<file path="config.mk">
export PLATFORM = sky130hd
export DESIGN_NAME = host_reg_if
export DESIGN_NICKNAME = d
export VERILOG_FILES = /design/src/rtl/host_reg_pkg.sv /design/src/rtl/host_sync.sv /design/src/rtl/host_reg_file.sv /design/src/rtl/host_spi_engine.sv /design/src/rtl/host_reg_if.sv
export SDC_FILE = /design/constraint.sdc
export NUM_CORES = 1
export LEC_CHECK = 0
export CORE_MARGIN = 3
export CORE_UTILIZATION = 33
export CTS_CLUSTER_SIZE = 14
export DETAILED_ROUTE_END_ITERATION = 10
export SLEW_MARGIN = 0
export SYNTH_ARGS = -nofsm -noshare
export SYNTH_HDL_FRONTEND = slang
export SYNTH_SLANG_ARGS = --single-unit
</file>
<file path="constraint.sdc">
create_clock -name clk_i -period 2.9 [get_ports clk_i]
set_input_delay 0.58 -clock clk_i [delete_from_list [all_inputs] [get_ports clk_i]]
set_output_delay 0.58 -clock clk_i [all_outputs]
set_load 0.01 [all_outputs]
</file>
<file path="src/rtl/host_reg_pkg.sv">
package host_reg_pkg;
  localparam int unsigned WORD_W    = 32;
  localparam int unsigned HALF_W    = 16;
  localparam int unsigned BYTES     = WORD_W / 8;
  localparam int unsigned PADDR_W   = 24;
  localparam int unsigned SADDR_W   = 23;
  localparam int unsigned IDX_W     = PADDR_W - 1;
  localparam int unsigned ADDR_END  = 1 + SADDR_W;
  localparam int unsigned FRAME_LEN = ADDR_END + HALF_W;

  typedef struct packed {
    logic               en;
    logic [IDX_W-1:0]   idx;
    logic [WORD_W-1:0]  data;
    logic [BYTES-1:0]   mask;
  } wr_t;
endpackage

</file>
<file path="src/rtl/host_sync.sv">
module host_sync #(
  parameter int unsigned   W   = 1,
  parameter logic [W-1:0]  RST = '0
) (
  input  logic         clk_i,
  input  logic         rst_ni,
  input  logic [W-1:0] d_i,
  output logic [W-1:0] q_o
);
  logic [W-1:0] s1_q, s2_q;

  always_ff @(posedge clk_i or negedge rst_ni) begin
    if (!rst_ni) begin
      s1_q <= RST;
      s2_q <= RST;
    end else begin
      s1_q <= d_i;
      s2_q <= s1_q;
    end
  end

  assign q_o = s2_q;
endmodule

</file>
<file path="src/rtl/host_reg_file.sv">
module host_reg_file
  import host_reg_pkg::*;
#(
  parameter int unsigned       NUM_WORDS = 4,
  parameter logic [WORD_W-1:0] ID_VALUE  = 32'h5A17_0001
) (
  input  logic              clk_i,
  input  logic              rst_ni,
  input  wr_t               wr_i,
  input  logic [IDX_W-1:0]  rd_a_idx_i,
  output logic [WORD_W-1:0] rd_a_o,
  input  logic [IDX_W-1:0]  rd_b_idx_i,
  output logic [WORD_W-1:0] rd_b_o
);
  localparam int unsigned SEL_W = (NUM_WORDS > 1) ? $clog2(NUM_WORDS) : 1;

  logic [NUM_WORDS-1:0][WORD_W-1:0] words;

  for (genvar w = 0; w < NUM_WORDS; w++) begin : g_word
    if (w == 0) begin : g_id
      assign words[w] = ID_VALUE;
    end else begin : g_rw
      logic [WORD_W-1:0] q_r;
      logic              hit;
      assign hit = wr_i.en && (wr_i.idx == IDX_W'(w));
      always_ff @(posedge clk_i or negedge rst_ni) begin
        if (!rst_ni) begin
          q_r <= '0;
        end else if (hit) begin
          for (int b = 0; b < BYTES; b++) begin
            if (wr_i.mask[b]) q_r[8*b +: 8] <= wr_i.data[8*b +: 8];
          end
        end
      end
      assign words[w] = q_r;
    end
  end

  assign rd_a_o = (rd_a_idx_i < IDX_W'(NUM_WORDS)) ? words[rd_a_idx_i[SEL_W-1:0]] : '0;
  assign rd_b_o = (rd_b_idx_i < IDX_W'(NUM_WORDS)) ? words[rd_b_idx_i[SEL_W-1:0]] : '0;
endmodule

</file>
<file path="src/rtl/host_spi_engine.sv">
module host_spi_engine
  import host_reg_pkg::*;
#(
  parameter int unsigned IDLE_CYC = 64
) (
  input  logic               clk_i,
  input  logic               rst_ni,
  input  logic               en_i,
  input  logic               sclk_i,
  input  logic               mosi_i,
  input  logic               cpha_i,
  input  logic [HALF_W-1:0]  rd_half_i,
  output logic [SADDR_W-1:0] addr_o,
  output wr_t                wr_o,
  output logic               miso_o,
  output logic               upd_o
);
  localparam int unsigned IW = $clog2(IDLE_CYC + 1);
  localparam int unsigned CW = $clog2(FRAME_LEN + 1);

  logic               sclk_d, rise, fall, samp_e, upd_e, stale;
  logic [IW-1:0]      idle_q;
  logic [CW-1:0]      cnt_q, eff_cnt;
  logic [SADDR_W-1:0] sh_q, addr_q;
  logic [HALF_W-1:0]  wdat_q;
  logic               rw_q, wr_en_q, miso_q;

  assign rise   = sclk_i & ~sclk_d;
  assign fall   = ~sclk_i & sclk_d;
  assign samp_e = en_i & (cpha_i ? fall : rise);
  assign upd_e  = en_i & (cpha_i ? rise : fall);
  assign stale  = (idle_q == IW'(IDLE_CYC));
  assign eff_cnt = stale ? '0 : cnt_q;

  always_ff @(posedge clk_i or negedge rst_ni) begin
    if (!rst_ni) begin
      sclk_d <= 1'b0;
      idle_q <= IW'(IDLE_CYC);
    end else begin
      sclk_d <= sclk_i;
      if (samp_e || upd_e) idle_q <= '0;
      else if (!stale)     idle_q <= idle_q + 1'b1;
    end
  end

  always_ff @(posedge clk_i or negedge rst_ni) begin
    if (!rst_ni) begin
      cnt_q   <= '0;
      sh_q    <= '0;
      addr_q  <= '0;
      wdat_q  <= '0;
      rw_q    <= 1'b0;
      wr_en_q <= 1'b0;
      miso_q  <= 1'b0;
    end else begin
      wr_en_q <= 1'b0;
      if (samp_e) begin
        if (eff_cnt < CW'(FRAME_LEN)) cnt_q <= eff_cnt + 1'b1;
        if (eff_cnt == '0) begin
          rw_q <= mosi_i;
        end else if (eff_cnt < CW'(FRAME_LEN)) begin
          sh_q <= {sh_q[SADDR_W-2:0], mosi_i};
          if (eff_cnt == CW'(ADDR_END - 1)) addr_q <= {sh_q[SADDR_W-2:0], mosi_i};
          if (eff_cnt == CW'(FRAME_LEN - 1) && !rw_q) begin
            wr_en_q <= 1'b1;
            wdat_q  <= {sh_q[HALF_W-2:0], mosi_i};
          end
        end
      end else if (upd_e) begin
        if (stale) begin
          cnt_q <= '0;
        end else if (rw_q && cnt_q >= CW'(ADDR_END) && cnt_q < CW'(FRAME_LEN)) begin
          // data slot k carries half bit 15-k
          miso_q <= rd_half_i[4'(CW'(FRAME_LEN - 1) - cnt_q)];
        end
      end
    end
  end

  assign addr_o    = addr_q;
  assign wr_o.en   = wr_en_q;
  assign wr_o.idx  = IDX_W'(addr_q[SADDR_W-1:1]);
  assign wr_o.data = addr_q[0] ? {wdat_q, {HALF_W{1'b0}}} : {{HALF_W{1'b0}}, wdat_q};
  assign wr_o.mask = addr_q[0] ? 4'b1100 : 4'b0011;
  assign miso_o    = miso_q;
  assign upd_o     = upd_e;
endmodule

</file>
<file path="src/rtl/host_reg_if.sv">
module host_reg_if
  import host_reg_pkg::*;
#(
  parameter int unsigned       NUM_WORDS = 4,
  parameter logic [WORD_W-1:0] ID_VALUE  = 32'h5A17_0001,
  parameter int unsigned       IDLE_CYC  = 64
) (
  input  logic               clk_i,
  input  logic               rst_ni,
  input  logic               mode_par_i,
  input  logic               wide_i,
  input  logic [PADDR_W-1:0] addr_i,
  input  logic               cs_ni,
  input  logic               rnw_i,
  input  logic               be0_ni,
  input  logic               be1_ni,
  input  logic [WORD_W-1:0]  data_i,
  output logic [WORD_W-1:0]  data_o,
  output logic [WORD_W-1:0]  data_oe_o
);
  localparam int unsigned CTL_W = 6;
  localparam int unsigned BUS_W = PADDR_W + WORD_W;

  logic [CTL_W-1:0]   ctl_s;
  logic [BUS_W-1:0]   bus_s;
  logic               mode_s, wide_s, cs_s, rnw_s, be0_s, be1_s;
  logic [PADDR_W-1:0] addr_s;
  logic [WORD_W-1:0]  data_s;

  // straps default to parallel (pull-up); controls idle inactive
  host_sync #(.W(CTL_W), .RST(6'b101111)) u_sync_ctl (
    .clk_i, .rst_ni,
    .d_i ({mode_par_i, wide_i, cs_ni, rnw_i, be0_ni, be1_ni}),
    .q_o (ctl_s)
  );
  host_sync #(.W(BUS_W), .RST('0)) u_sync_bus (
    .clk_i, .rst_ni,
    .d_i ({addr_i, data_i}),
    .q_o (bus_s)
  );
  assign {mode_s, wide_s, cs_s, rnw_s, be0_s, be1_s} = ctl_s;
  assign {addr_s, data_s} = bus_s;

  // parallel side
  logic par_act, par_we, done_q;
  wr_t  par_wr, spi_wr, wr_mux;

  assign par_act = mode_s & ~cs_s;
  assign par_we  = par_act & ~rnw_s & ~done_q;

  always_ff @(posedge clk_i or negedge rst_ni) begin
    if (!rst_ni) done_q <= 1'b0;
    else         done_q <= par_act;
  end

  always_comb begin
    par_wr.en  = par_we;
    par_wr.idx = addr_s[PADDR_W-1:1];
    if (wide_s) begin
      par_wr.data = data_s;
      par_wr.mask = {2'b11, ~be1_s, ~be0_s};
    end else if (addr_s[0]) begin
      par_wr.data = {data_s[HALF_W-1:0], {HALF_W{1'b0}}};
      par_wr.mask = {~be1_s, ~be0_s, 2'b00};
    end else begin
      par_wr.data = {{HALF_W{1'b0}}, data_s[HALF_W-1:0]};
      par_wr.mask = {2'b00, ~be1_s, ~be0_s};
    end
  end

  // serial side
  logic [SADDR_W-1:0] spi_addr;
  logic [WORD_W-1:0]  rd_a, rd_b;
  logic [HALF_W-1:0]  spi_half;
  logic               miso, spi_upd, spi_we;

  assign spi_half = spi_addr[0] ? rd_b[WORD_W-1:HALF_W] : rd_b[HALF_W-1:0];

  host_spi_engine #(.IDLE_CYC(IDLE_CYC)) u_spi (
    .clk_i, .rst_ni,
    .en_i      (~mode_s),
    .sclk_i    (be0_s),
    .mosi_i    (be1_s),
    .cpha_i    (rnw_s),
    .rd_half_i (spi_half),
    .addr_o    (spi_addr),
    .wr_o      (spi_wr),
    .miso_o    (miso),
    .upd_o     (spi_upd)
  );
  assign spi_we = spi_wr.en;

  assign wr_mux = mode_s ? par_wr : spi_wr;

  host_reg_file #(.NUM_WORDS(NUM_WORDS), .ID_VALUE(ID_VALUE)) u_rf (
    .clk_i, .rst_ni,
    .wr_i       (wr_mux),
    .rd_a_idx_i (addr_s[PADDR_W-1:1]),
    .rd_a_o     (rd_a),
    .rd_b_idx_i (IDX_W'(spi_addr[SADDR_W-1:1])),
    .rd_b_o     (rd_b)
  );

  // pads
  logic par_rd;
  assign par_rd = par_act & rnw_s;

  always_comb begin
    if (!mode_s) begin
      data_o    = {{(WORD_W-1){1'b0}}, miso};
      data_oe_o = {{(WORD_W-1){1'b0}}, 1'b1};
    end else if (wide_s) begin
      data_o    = rd_a;
      data_oe_o = {WORD_W{par_rd}};
    end else begin
      data_o    = {{HALF_W{1'b0}}, addr_s[0] ? rd_a[WORD_W-1:HALF_W] : rd_a[HALF_W-1:0]};
      data_oe_o = {{HALF_W{1'b0}}, {HALF_W{par_rd}}};
    end
  end
endmodule

</file>
==> impl_metrics.toml <==
[worst_setup_path]
critPathBufInv = 2
path_cells = "nand2b_1, buf_4, o21ai_0, a211oi_2, buf_2"
critical_path.max_stage_delay_ps = 630
worst_path_max_delay_cell = "o21ai_0"
worst-path-max-fanout = 6
timing.critical_path.to_type = "output pin"
worstPathArrival_ps = 2470
worst_ep_required_time_ps = 2320
crit_path_start_kind = "register"
crit_family = "compound AO/OA/AOI/OAI gates"
crit_type = "reg2out"

[clocking]
tritoncts_buffers = 34
clock_network_latency_to_the_later_pin_of_the_worst_skew_pair_ps = 510
cts_tree = "built"
clock_tree.buffer_depth = 3
ctsHtreeMaxLevel = 2
numClockSinks = 299
cts_root_buffer = "clkbuf_16"
clkSlewWorstSetupHoldPaths_ps = 60
cts_hold_buffers = 0

[power]
pleak_nw = 6.864
p_total_w = 0.009671
max-vdd-ir-drop_uv = 355.6
power.density_nw_per_um2 = 603.4

[yosys]
synth_edf_count = 0
post_synth_num_cell_types = 69
synth.largest_area_cell = "dfrtp_1"
synth_cells = 1057
yosysWarningCount = 0
synth_async_sr_flop_share = 1.000
synth_flop_cell = "dfrtp_1"
share_of_the_synthesized_area_in_the_top_cell_type = 0.5595
synthesis.area_per_instance_um2 = 12.19
yosys-top-cells-area = "dfrtp_1 (56%), mux2_2 (7.6%), nand2_1 (3.7%)"
ys_seq_area_frac = 0.5819
synth.cell_area_um2 = 12880
synth.ff_latch_count = 299
synthesis.nets = 1125

[route]
avgViaCountPerCell = 5.115
firstDrtPassIters = 5
detail_route.wl_per_cell_um = 18.95
dr_total_vias = 8767
drt_wl_total_um = 32480
antenna_left = 0
drt-initial-drc-count = 461
dr_drc_count = 0

[grt]
grt.total_usage = 0.1565
grt_pass1_wl_um = 51630
grt_max_degree = 73
via_count_of_the_first_global_routing_pass = 8959
antenna_found_initial = 0
globalRoute.totalOverflow = 0

[die]
num_io_pins = 128
die-area_um2 = 41440
fp.dieH_um = 203.6
core-area_um2 = 38110
fp.dieW_um = 203.6
initial_core_util = 0.3380
placementRows = 71

[outcome]
violations_in_the_final_reports = "setup timing"
run_status = "finished with violations"

[worst_hold_path]
hold_class = "in2async"

[timing]
finalCriticalPeriod_ps = 3049
clock.fmax_mhz = 328.0
setup-violations-final = 7
tightest_slew_ps = 1134
relSlewSlack = 0.2410
grt_setup_unrepaired = "yes"
layout_worst_path_cycle_share = 1.051
hold_viol = 0
setup_slack_ps = -149.2
worst_hold_slack_ps = 7.540
maxSlewViolCount = 0
timing.clock.skew_ps = 16.38

[job]
drv.max_cap_violation_count = 0

[placement]
gp_congestion = 0.8517
hpwl_um = 22450
post_dp_cell_area_um2 = 14750
io_buffers = 127
dp_slack_ps = -108.7

[finish]
fillers = 3562
layout-drive-gt1-share = 0.2635
antennaDiodeCount = 0
area_growth_pct = 24.43
final_nets = 1247
final_area_um2 = 16030
## Yosys cell counts (3+ instances only)
cell type and n:
buf_4 29, nor4_1 10, a22o_1 17, mux2_1 4, a32o_1 3, o21ai_2 7
mux2i_1 20, dfstp_2 11, inv_1 10, nand2b_1 12, buf_6 11, a221oi_1 21
dfrtp_1 288, nor3_1 6, mux2_2 87, nand3_1 8, a211oi_1 20, o22ai_1 7
o21ai_0 23, o311ai_0 4, and3_1 5, nor2b_1 9, mux2_4 9, xor2_1 3
o21ai_1 86, a21oi_1 15, ha_1 4, buf_1 9, nand2_1 127, a22oi_1 42
clkbuf_1 32, buf_2 11, o2111ai_4 10, mux4_2 5, nor2_1 41, and2_1 5
xnor2_1 4
## path summary, 6_finish.rpt
path	startpoint	endpoint	slack (ps)	cells after the start
worst max-delay path	u_sync_bus.q_o[34]	data_o[11]	-150	5
worst min-delay path	rst_ni	u_sync_bus.q_o[12]	8	1
worst max register to register	u_spi.idle_q[0]	u_spi.addr_o[10]	260	11
worst min register to register	u_sync_bus.s1_q[49]	u_sync_bus.q_o[49]	350	0
max in group asynchronous	rst_ni	u_spi.idle_q[6]	2050	2
min in group clk_i	u_sync_bus.s1_q[49]	u_sync_bus.q_o[49]	350	0
## cells in the final DEF, fill, tap and decap left out, drive strengths merged, types with 3 or more instances in the layout
| cell type | count |
|---|---|
| a211oi | 20 |
| or4 | 3 |
| nand3 | 9 |
| mux2i | 20 |
| xnor2 | 4 |
| clkdlybuf4s50 | 93 |
| nor2b | 9 |
| nor3 | 6 |
| clkbuf | 49 |
| mux2 | 100 |
| mux4 | 5 |
| o2111ai | 13 |
| buf | 85 |
| clkinv | 8 |
| and2 | 6 |
| and3 | 5 |
| a22o | 17 |
| inv | 12 |
| dfstp | 11 |
| a21oi | 15 |
| o22ai | 7 |
| nor2 | 42 |
| nand2b | 12 |
| dfrtp | 288 |
| ha | 4 |
| a221oi | 22 |
| a22oi | 42 |
| o21ai | 116 |
| nor4 | 10 |
| o311ai | 4 |
| xor2 | 3 |
| a32o | 3 |
| nand2 | 127 |
## power breakdown
group	total (W)	switching [W]	internal (W)
clock	0.00429	0.00168	0.00260
sequential	0.00456	0.000192	0.00436
combinational	0.000827	0.000451	0.000376
## worst register-to-register path, delay by kind of cell, from the launching register on
family | cells | cell delay (ps)
AOI/OAI and AO/OA | 1 | 300
muxes | 1 | 370
and+or+nand+nor | 5 | 700
buffers and inverters | 2 | 320
DFF | 1 | 360
adders and majority gates | 2 | 460
## repair_timing
action,4_1_cts,5_1_grt
gates resized for setup,154,43
setup buffers,2,0
gates cloned,1,0
endpoints found under the setup margin,64,33
pin swaps,6,16
## per-layer routing
layer	routed length, µm	GRT usage	share of wire	vias up
met5	0	0	0	-
met4	539	0.03589	0.017	0
met3	2240	0.03799	0.069	43
met2	14650	0.2405	0.45	246
met1	15050	0.2251	0.46	4408
li1	-	-	-	4070
## area by class of cell
type,instances,area [µm²],share of cell area
repair buffers,179,1730,0.1080
clock buffers,49,1007,0.06284
flip-flops and latches,299,7496,0.4677
clock inverters,11,131.4,0.008197
well taps,511,639.4,0.03989
multi-input cells,654,4982,0.3109
inverters,11,41.29,0.002576
## cell families after synthesis
kind of cell,after synthesis,synth area share
DFF,299,0.5819
xor gates and xnor gates,7,0.004760
adders and majority gates,4,0.003886
buffers and inverters,104,0.04750
and+or+nand+nor,242,0.08732
AOI/OAI and AO/OA,276,0.1603
muxes,125,0.1143
## through the flow
stage / setup TNS (ps) / instances / util
6_report: -287.8 / 1714 / 0.4206
5_1_grt: -5674 / 1714 / 0.4206
4_1_cts: -5395 / 1714 / 0.4152
3_5_place_dp: -786.8 / 1651 / 0.3870
3_3_place_gp: -194.6 / 1651 / 0.3870
2_1_floorplan: 0 / 1057 / -
## state kept, by name (all words and copies together) (netlist names), 6 cells and up
register	flops
u_spi.cnt_q	6
u_spi.sh_q	22
u_spi.wdat_q	16
u_sync_bus.q_o	56
u_sync_bus.s1_q	56
u_spi.addr_o	23
u_spi.idle_q	7
u_sync_ctl.s1_q	6
u_sync_ctl.q_o	6
u_rf.g_word.g_rw.q_r	96
No activity file was read; power rests on OpenSTA's default activity.
